<file path="src/rtl/tgt_rx_pkg.sv">
package tgt_rx_pkg;

    typedef enum logic {
        HOLD_EMPTY,
        HOLD_FULL
    } hold_state_e;

    typedef enum logic {
        XFER_OPEN,
        XFER_CAPPED
    } xfer_state_e;

    typedef enum logic {
        SHOT_IDLE,
        SHOT_ARMED
    } shot_state_e;

endpackage

</file>
<file path="src/rtl/tgt_rx_fifo.sv">
module tgt_rx_fifo #(
    parameter int DATA_W = 8,
    parameter int DEPTH  = 4
) (
    input  logic              clk,
    input  logic              rst_n,
    input  logic              flush,
    input  logic              push,
    input  logic [DATA_W-1:0] push_data,
    input  logic              pop,
    output logic [DATA_W-1:0] pop_data,
    output logic              full,
    output logic              empty
);
    localparam int AW = (DEPTH > 1) ? $clog2(DEPTH) : 1;
    localparam int CW = $clog2(DEPTH + 1);
    localparam logic [AW-1:0] LAST = AW'(DEPTH - 1);

    logic [DATA_W-1:0] mem [DEPTH];
    logic [AW-1:0]     wr_ptr_q, rd_ptr_q;
    logic [CW-1:0]     count_q;

    function automatic logic [AW-1:0] bump(input logic [AW-1:0] p);
        return (p == LAST) ? '0 : p + 1'b1;
    endfunction

    assign full     = (count_q == CW'(DEPTH));
    assign empty    = (count_q == '0);
    assign pop_data = mem[rd_ptr_q];

    always_ff @(posedge clk) begin
        if (push && !flush) begin
            mem[wr_ptr_q] <= push_data;
        end
    end

    always_ff @(posedge clk or negedge rst_n) begin
        if (!rst_n) begin
            wr_ptr_q <= '0;
            rd_ptr_q <= '0;
            count_q  <= '0;
        end else if (flush) begin
            wr_ptr_q <= '0;
            rd_ptr_q <= '0;
            count_q  <= '0;
        end else begin
            if (push) wr_ptr_q <= bump(wr_ptr_q);
            if (pop)  rd_ptr_q <= bump(rd_ptr_q);
            unique case ({push, pop})
                2'b10:   count_q <= count_q + 1'b1;
                2'b01:   count_q <= count_q - 1'b1;
                default: count_q <= count_q;
            endcase
        end
    end
endmodule

</file>
<file path="src/rtl/tgt_rx_hold.sv">
module tgt_rx_hold
    import tgt_rx_pkg::*;
#(
    parameter int DATA_W = 8
) (
    input  logic              clk,
    input  logic              rst_n,
    input  logic              flush,
    input  logic              sw_rd,
    input  logic              fifo_empty,
    input  logic [DATA_W-1:0] fifo_data,
    output logic              fifo_pop,
    output logic [DATA_W-1:0] hold_data,
    output logic              hold_full,
    output logic              rd_err_hit
);
    hold_state_e       state_q, state_d;
    logic [DATA_W-1:0] data_q;

    always_ff @(posedge clk or negedge rst_n) begin
        if (!rst_n) begin
            state_q <= HOLD_EMPTY;
            data_q  <= '0;
        end else begin
            state_q <= state_d;
            if (fifo_pop) data_q <= fifo_data;
        end
    end

    always_comb begin
        state_d    = state_q;
        fifo_pop   = 1'b0;
        rd_err_hit = 1'b0;
        unique case (state_q)
            HOLD_EMPTY: begin
                rd_err_hit = sw_rd;
                if (!flush && !fifo_empty) begin
                    fifo_pop = 1'b1;
                    state_d  = HOLD_FULL;
                end
            end
            HOLD_FULL: begin
                if (flush || sw_rd) state_d = HOLD_EMPTY;
            end
        endcase
    end

    assign hold_full = (state_q == HOLD_FULL);
    assign hold_data = data_q;
endmodule

</file>
<file path="src/rtl/tgt_rx_limit.sv">
module tgt_rx_limit
    import tgt_rx_pkg::*;
#(
    parameter int LEN_W = 8
) (
    input  logic             clk,
    input  logic             rst_n,
    input  logic             xfer_start,
    input  logic             byte_in,
    input  logic [LEN_W-1:0] max_len,
    output logic             over_len
);
    xfer_state_e      state_q, state_d, state_base;
    logic [LEN_W-1:0] cnt_q, cnt_d, cnt_base, cnt_inc;
    logic             limit_on;

    always_ff @(posedge clk or negedge rst_n) begin
        if (!rst_n) begin
            state_q <= XFER_OPEN;
            cnt_q   <= '0;
        end else begin
            state_q <= state_d;
            cnt_q   <= cnt_d;
        end
    end

    always_comb begin
        limit_on   = (max_len != '0);
        state_base = xfer_start ? XFER_OPEN : state_q;
        cnt_base   = xfer_start ? '0 : cnt_q;
        cnt_inc    = (cnt_base == '1) ? cnt_base : cnt_base + 1'b1;
        state_d    = state_base;
        cnt_d      = cnt_base;
        over_len   = 1'b0;
        unique case (state_base)
            XFER_OPEN: begin
                if (byte_in) begin
                    cnt_d = cnt_inc;
                    if (limit_on && (cnt_inc >= max_len)) state_d = XFER_CAPPED;
                end
            end
            XFER_CAPPED: begin
                over_len = byte_in;
            end
        endcase
    end
endmodule

</file>
<file path="src/rtl/tgt_rx_ack.sv">
module tgt_rx_ack
    import tgt_rx_pkg::*;
(
    input  logic clk,
    input  logic rst_n,
    input  logic xfer_start,
    input  logic ack_policy,
    input  logic oneshot_set,
    output logic ack_valid,
    output logic ack,
    output logic armed
);
    shot_state_e state_q, state_d;
    logic        grant, spend;
    logic        ack_valid_q, ack_q;

    always_ff @(posedge clk or negedge rst_n) begin
        if (!rst_n) begin
            state_q     <= SHOT_IDLE;
            ack_valid_q <= 1'b0;
            ack_q       <= 1'b0;
        end else begin
            state_q     <= state_d;
            ack_valid_q <= xfer_start;
            ack_q       <= xfer_start && grant;
        end
    end

    always_comb begin
        grant   = !ack_policy || (state_q == SHOT_ARMED);
        spend   = xfer_start && ack_policy && (state_q == SHOT_ARMED);
        state_d = state_q;
        unique case (state_q)
            SHOT_IDLE:  if (oneshot_set) state_d = SHOT_ARMED;
            SHOT_ARMED: if (spend && !oneshot_set) state_d = SHOT_IDLE;
        endcase
    end

    assign ack_valid = ack_valid_q;
    assign ack       = ack_q;
    assign armed     = (state_q == SHOT_ARMED);
endmodule

</file>
<file path="src/rtl/tgt_rx_path.sv">
module tgt_rx_path #(
    parameter int DATA_W = 8,
    parameter int DEPTH  = 4,
    parameter int LEN_W  = 8
) (
    input  logic              clk,
    input  logic              rst_n,
    input  logic              xfer_start,
    input  logic              ack_policy,
    input  logic              oneshot_set,
    input  logic [LEN_W-1:0]  max_len,
    input  logic              byte_valid,
    input  logic [DATA_W-1:0] byte_data,
    input  logic              sw_rd,
    input  logic              clr_req,
    input  logic              rderr_clr,
    input  logic              ovf_clr,
    output logic [DATA_W-1:0] rx_data,
    output logic              buf_full,
    output logic              rx_irq,
    output logic              rd_err,
    output logic              ovf,
    output logic              clr_pending,
    output logic              oneshot_armed,
    output logic              req_ack_valid,
    output logic              req_ack
);
    logic              clr_q, rd_err_q, ovf_q;
    logic              byte_live, over_len, push, ovf_hit;
    logic              fifo_full, fifo_empty, fifo_pop, rd_err_hit;
    logic [DATA_W-1:0] fifo_data;

    always_ff @(posedge clk or negedge rst_n) begin
        if (!rst_n) begin
            clr_q    <= 1'b0;
            rd_err_q <= 1'b0;
            ovf_q    <= 1'b0;
        end else begin
            clr_q    <= clr_req;
            rd_err_q <= rd_err_hit || (rd_err_q && !rderr_clr);
            ovf_q    <= ovf_hit    || (ovf_q    && !ovf_clr);
        end
    end

    always_comb begin
        byte_live = byte_valid && !clr_q;
        push      = byte_live && !over_len && !fifo_full;
        ovf_hit   = byte_live && (over_len || fifo_full);
    end

    tgt_rx_limit #(.LEN_W(LEN_W)) u_limit (
        .clk        (clk),
        .rst_n      (rst_n),
        .xfer_start (xfer_start),
        .byte_in    (byte_live),
        .max_len    (max_len),
        .over_len   (over_len)
    );

    tgt_rx_fifo #(.DATA_W(DATA_W), .DEPTH(DEPTH)) u_fifo (
        .clk       (clk),
        .rst_n     (rst_n),
        .flush     (clr_q),
        .push      (push),
        .push_data (byte_data),
        .pop       (fifo_pop),
        .pop_data  (fifo_data),
        .full      (fifo_full),
        .empty     (fifo_empty)
    );

    tgt_rx_hold #(.DATA_W(DATA_W)) u_hold (
        .clk        (clk),
        .rst_n      (rst_n),
        .flush      (clr_q),
        .sw_rd      (sw_rd),
        .fifo_empty (fifo_empty),
        .fifo_data  (fifo_data),
        .fifo_pop   (fifo_pop),
        .hold_data  (rx_data),
        .hold_full  (buf_full),
        .rd_err_hit (rd_err_hit)
    );

    tgt_rx_ack u_ack (
        .clk         (clk),
        .rst_n       (rst_n),
        .xfer_start  (xfer_start),
        .ack_policy  (ack_policy),
        .oneshot_set (oneshot_set),
        .ack_valid   (req_ack_valid),
        .ack         (req_ack),
        .armed       (oneshot_armed)
    );

    assign rx_irq      = buf_full;
    assign rd_err      = rd_err_q;
    assign ovf         = ovf_q;
    assign clr_pending = clr_q;
endmodule

</file>
<file path="config.mk">
export PLATFORM = sky130hd
export DESIGN_NAME = tgt_rx_path
export DESIGN_NICKNAME = d
export VERILOG_FILES = /design/src/rtl/tgt_rx_pkg.sv /design/src/rtl/tgt_rx_fifo.sv /design/src/rtl/tgt_rx_hold.sv /design/src/rtl/tgt_rx_limit.sv /design/src/rtl/tgt_rx_ack.sv /design/src/rtl/tgt_rx_path.sv
export SDC_FILE = /design/constraint.sdc
export NUM_CORES = 1
export LEC_CHECK = 0
export CORE_AREA = 8 8 82 84
export CTS_CLUSTER_DIAMETER = 60
export DETAILED_ROUTE_END_ITERATION = 12
export DIE_AREA = 0 0 90 92
export MAX_ROUTING_LAYER = met4
export PLACE_DENSITY = 0.85
export RECOVER_POWER = 25
export SYNTH_ARGS = -nofsm -noshare
export SYNTH_HDL_FRONTEND = slang
export SYNTH_HIERARCHICAL = 1
export SYNTH_SLANG_ARGS = --single-unit
</file>
<file path="constraint.sdc">
create_clock -name clk -period 6.9 [get_ports clk]
set_input_delay 1.035 -clock clk [delete_from_list [all_inputs] [get_ports clk]]
set_output_delay 1.035 -clock clk [all_outputs]
set_load 0.02 [all_outputs]
</file>
==> flow_summary.toml, run 1 <==
[die]
rows = 27
core_mm2 = 0.00541
fp.dieW_um = 90
ios = 42
initial_core_util_pct = 57.0
dieArea_mm2 = 0.00828
die_h_um = 92

[layout]
fin_nets = 324
syn_to_final_growth_pct = 22.6
diodes = 0
drive_above_1_share_pct = 14.9
stdcell_area_mm2 = 0.00378

[logic_synthesis]
syn_area_per_cell_um2 = 13.0
yosysTopAreaCell = "edfxtp_1"
yosys-top-cells-count = "32 x edfxtp_1, 31 x dfrtp_1, 20 x nor2_1"
synth_area_leaders = "edfxtp_1 31%, dfrtp_1 25%, mux4_2 5.9%"
synthesis.area_mm2 = 0.00308
ys.flop_type = "edfxtp_1"
yosysWarnings = 6
ys_ff_latch = 63
synth_top_cell_area_share_pct = 31.2
synth_fp_nets = 278
ys_async_sr_fraction_pct = 49.2
synth_edf_count = 32
ys_types = 48
synthesis.instances = 237
seq_area_frac_synth_pct = 56.4
synth_most_common_cell = "edfxtp_1"

[routing]
dr.pass1.iters = 5
routedWlPerCell_um = 16.1
drt_iter0_markers = 129
vias = 1933
ant_nets = 0
drc = 0
drt_wl_total_mm = 5.81
drt-vias-per-instance = 5.37

[global_route]
grt_max_degree = 32
grt_pass1_wl_mm = 9.77
grt-ovfl-total = 0
grt_pass1_vias = 2014
grt_antenna_before_repair = 0
globalRouteTotalUtil_pct = 15.3

[power_and_ir_drop]
ir_drop_mv = 0.236
p_leak_nw = 1.50
power_mw = 1.17
pwr_density_cell_mw_per_mm2 = 309

[setup_path]
crit_type = "in2reg"
r2r_end = "u_fifo/count_q[2]"
cp_max_fo = 19
r2r_setup_slack_ns = 4.03
cp-start-kind = "input port"
arrival_ns = 4.18
r2r-start = "clr_pending"
rr_worst_depth = 9
cp.required_ns = 7.12
endpoint_kind = "flip-flop"

[min_path]
whs_path_depth = 1
hold_path_end = "rd_err"
worstHoldPathType = "reg2reg"
holdCritStartpoint = "rd_err"

[clocking]
clock_path_buffers = 2
post_cts.repair.setup_buffers = 0
clk_latency_ns = 0.34
holdBufCountCts = 0
cts_resized = 0
cts.sinks = 63
cts_tree = "yes"
root_buffer = "clkbuf_8"
cts_buffers = 9
path_clk_slew_ns = 0.07
h-tree-depth = 3

[sta]
fin_crit_ns = 3.96
rsz0062_at_grt = "no"
clock_skew_ns = 0.00868
finalSetupViolations = 0
fin_setup_tns_ns = 0
slew_headroom_pct = -14.5
worst_slew_pin_slew_ns = 1.72
hold_viol = 0
fmax_mhz = 252
whs_ns = 0.477
period_share_pct = 57.4
drv_slew = 32

[place]
gp_congestion = 0.892
dp_hpwl_mm = 4.17
placement.cell_area_mm2 = 0.00355
portBuffers = 41

[run_status]
status = "complete, but fails checks"
violations = "capacitance limit, slew limit"

[run]
drv_cap = 1
## where the power goes
group / internal [mW] / switching, mW / total (mW)
sequential: 0.443 / 0.0503 / 0.494
combinational: 0.167 / 0.143 / 0.310
clock: 0.215 / 0.147 / 0.362
## stage by stage
| step | cells | worst slack (ns) | utilization, % |
|---|---|---|---|
| after global placement | 344 | 2.73 | 65.7 |
| after floorplan | 237 | 3.71 | - |
| after global routing | 360 | 2.66 | 69.9 |
| after CTS | 360 | 2.94 | 69.9 |
| final | 360 | 2.94 | 69.9 |
| after detailed placement | 344 | 2.60 | 65.7 |
## routing by layer
metal	vias up	part of all wire, %	track usage (%)
met3	7	5.3	5.46
met2	46	51	25.3
met4	0	1.0	4.99
met5	-	0	-
li1	946	-	-
met1	934	43	17.0
## worst max-delay path, cell delays in order
cell and delay (ns):
clkdlybuf4s50_1 0.70, nor2b_1 0.35, ha_1 0.32, nand2_1 0.15
or3_1 0.49, nor2b_4 0.18, mux2i_1 0.18, ha_1 0.27
a211oi_1 0.21, nor2_1 0.07, nor3_1 0.13, a21oi_1 0.09
## cells by family (layout without fill, tap and decap cells)
| family | count (synthesis) | after routing | synth area share [%] |
|---|---|---|---|
| xor gates and xnor gates | 8 | 8 | 2.52 |
| and+or+nand+nor | 77 | 77 | 14.4 |
| DFF | 63 | 63 | 56.4 |
| muxes | 22 | 22 | 10.7 |
| adders and majority gates | 15 | 15 | 6.34 |
| buffers and inverters | 25 | 76 | 3.41 |
| AOI/OAI and AO/OA | 27 | 27 | 6.18 |
## sequential cells by signal, indices dropped and copies added (netlist names)
name,count
ovf,1
u_hold/hold_full,1
u_limit/cnt_q,8
u_fifo/wr_ptr_q,2
u_ack/ack,1
rd_err,1
u_limit/state_q,1
u_hold/hold_data,8
u_fifo/count_q,3
u_fifo/rd_ptr_q,2
u_ack/armed,1
u_ack/ack_valid,1
u_fifo/mem,32
clr_pending,1
## worst max path at each step
stage / start / end / slack [ns]
2_1_floorplan: xfer_start / u_limit/state_q / 3.71
3_3_place_gp: xfer_start / u_limit/state_q / 2.73
3_5_place_dp: xfer_start / u_limit/state_q / 2.60
4_1_cts: xfer_start / u_limit/state_q / 2.94
5_1_grt: xfer_start / u_limit/state_q / 2.66
6_report: xfer_start / u_limit/state_q / 2.94
## layout by cell type, fill, tap and decap left out, types with 4 or more instances in the layout
cell	n
nand2_1	12
edfxtp_1	32
clkbuf_8	10
xnor2_1	4
nand2b_1	5
mux4_2	8
nor3_1	7
nor2_1	20
inv_1	17
mux2_2	8
mux2i_1	6
o211ai_1	5
and2_1	5
nor2b_1	6
dlygate4sd3_1	10
clkdlybuf4s50_1	31
a21oi_1	4
ha_1	14
dfrtp_1	31
## layout make-up
| class | count | area (µm²) |
|---|---|---|
| flip-flops and latches | 63 | 1740 |
| well taps | 72 | 90.1 |
| multi-input cells | 149 | 1240 |
| inverters | 18 | 67.6 |
| fillers | 361 | 1630 |
| clock buffers | 10 | 138 |
| repair buffers | 42 | 414 |
| clock inverters | 6 | 92.6 |
No activity file was read; power rests on OpenSTA's default activity.
==> run 2: changes to the inputs <==
Settings changed: CORE_AREA 8 8 82 84 to 8 8 89 91, DIE_AREA 0 0 90 92 to 0 0 97 99, PLACE_DENSITY 0.85 to 0.76.
Clock period 6.9 ns to 3.3 ns, I/O delays scaled along.
==> run 2 against run 1 <==
Against the previous run: hold slack improved by 0.0022 ns; the flow still finishes with violations (capacitance limit, slew limit); critical path type unchanged; largest power group unchanged; sequential share of layout area down 0.18 points; cell area rose by 0.40%.
==> flow_summary.toml, run 2 (same netlist as run 1, synthesis figures left out) <==
[die]
ios = 42
core_mm2 = 0.00657
fp.dieW_um = 97
die_h_um = 99
initial_core_util_pct = 46.9
dieArea_mm2 = 0.00960
rows = 30

[layout]
final_cell_mix = "32 x clkdlybuf4s50_1, 32 x edfxtp_1, 31 x dfrtp_1"
registers.top_by_ff_count = "u_fifo/mem"
fin_nets = 333
largest_reg_flops = 32
syn_to_final_growth_pct = 23.1
drive_above_1_share_pct = 16.8
fillers = 534
diodes = 0
final_util_pct = 57.7

[min_path]
worstHoldPathType = "reg2reg"

[clocking]
cts_buffers = 9
cts_tree = "yes"
cts_resized = 0
clock_path_buffers = 2
holdBufCountCts = 0
path_clk_slew_ns = 0.07
root_buffer = "clkbuf_8"
h-tree-depth = 3
post_cts.repair.setup_buffers = 0
cts.sinks = 63
clk_latency_ns = 0.33

[global_route]
grt_max_degree = 32
grt-ovfl-total = 0
globalRouteTotalUtil_pct = 13.7
grt_antenna_before_repair = 0
grt_pass1_vias = 2133
grt_pass1_wl_mm = 10.3

[setup_path]
crit_type = "in2reg"
arrival_ns = 3.09
critPathMaxStageDelay_ns = 0.46
crit_chain = "clkdlybuf4s50_1, nand2b_1, inv_1, ha_1, nand2_1, or3_1, nor2b_4, mux2i_1, ha_1, a211oi_1, nor2_1, nor3_1, a21oi_1"
crit_family = "simple AND/OR/NAND/NOR gates"
cp-start-kind = "input port"
cp_max_fo = 7
cp.required_ns = 3.51
cpMaxStageDelayCell = "clkdlybuf4s50_1"
endpoint_kind = "flip-flop"
critPathMostFrequentCell = "ha_1"
critPathBufInv = 2

[run_status]
violations = "capacitance limit, slew limit"
status = "complete, but fails checks"

[routing]
routedWlPerCell_um = 15.9
drt-vias-per-instance = 5.37
drc = 0
ant_nets = 0
dr.pass1.iters = 4
drt_iter0_markers = 92
drt_wl_total_mm = 5.99
vias = 2023

[place]
portBuffers = 41
gp_congestion = 0.860
dp_hpwl_mm = 4.27

[run]
drv_cap = 1

[sta]
clock_skew_ns = 0.00826
worst_slew_pin_slew_ns = 1.75
rsz0062_at_grt = "no"
drv_slew = 32
fin_setup_tns_ns = 0
slew_headroom_pct = -16.9
period_share_pct = 87.2
fmax_mhz = 347
hold_viol = 0
finalSetupViolations = 0
fin_crit_ns = 2.88

[power_and_ir_drop]
ir_drop_mv = 0.451
p_leak_nw = 1.52
pwr_density_cell_mw_per_mm2 = 597
## run 2: path summary, 6_finish.rpt
path / from / end / slack [ns] / depth (start not counted)
max: xfer_start / u_limit/state_q / 0.42 / 13
min: rd_err / rd_err / 0.48 / 1
max reg2reg: u_limit/cnt_q[0] / u_limit/state_q / 0.72 / 11
min reg2reg: rd_err / rd_err / 0.48 / 1
max in group asynchronous: rst_n / u_limit/cnt_q[0] / 1.20 / 2
min in group asynchronous: rst_n / u_limit/state_q / 1.09 / 2
## run 2: stage by stage
step | worst slack (ns) | cells | instance area, µm² | total power [mW] | hold WS [ns]
after detailed placement | 0.0844 | 361 | 3630 | 1.71 | 0.470
after global placement | 0.207 | 361 | 3630 | 1.69 | 0.460
after global routing | 0.282 | 377 | 3790 | 2.39 | 0.502
final | 0.422 | 377 | 3790 | 2.26 | 0.479
after CTS | 0.421 | 377 | 3800 | 2.30 | 0.485
after floorplan | 0.653 | 237 | 3080 | 1.45 | 0.199
## run 2: per-layer routing
metal / wire (µm) / up-vias / GRT usage, %
met5: 0 / - / -
met4: 87 / 0 / 4.50
met3: 236 / 7 / 4.06
met2: 3120 / 44 / 23.2
met1: 2560 / 1007 / 15.2
li1: - / 965 / -
## run 2: area by class of cell
type | count | area, µm² | share of cell area, %
Clock inverter | 7 | 47.5 | 1.25
Inverter | 18 | 67.6 | 1.78
Multi-Input combinational cell | 149 | 1240 | 32.6
Clock buffer | 9 | 124 | 3.27
Tap cell | 80 | 100 | 2.64
Timing Repair Buffer | 51 | 478 | 12.6
Sequential cell | 63 | 1740 | 45.8
## run 2: power breakdown
group | switching, mW | internal, mW | total [mW]
clock | 0.307 | 0.273 | 0.580
sequential | 0.0964 | 0.926 | 1.02
combinational | 0.299 | 0.361 | 0.660
total | 0.703 | 1.56 | 2.26
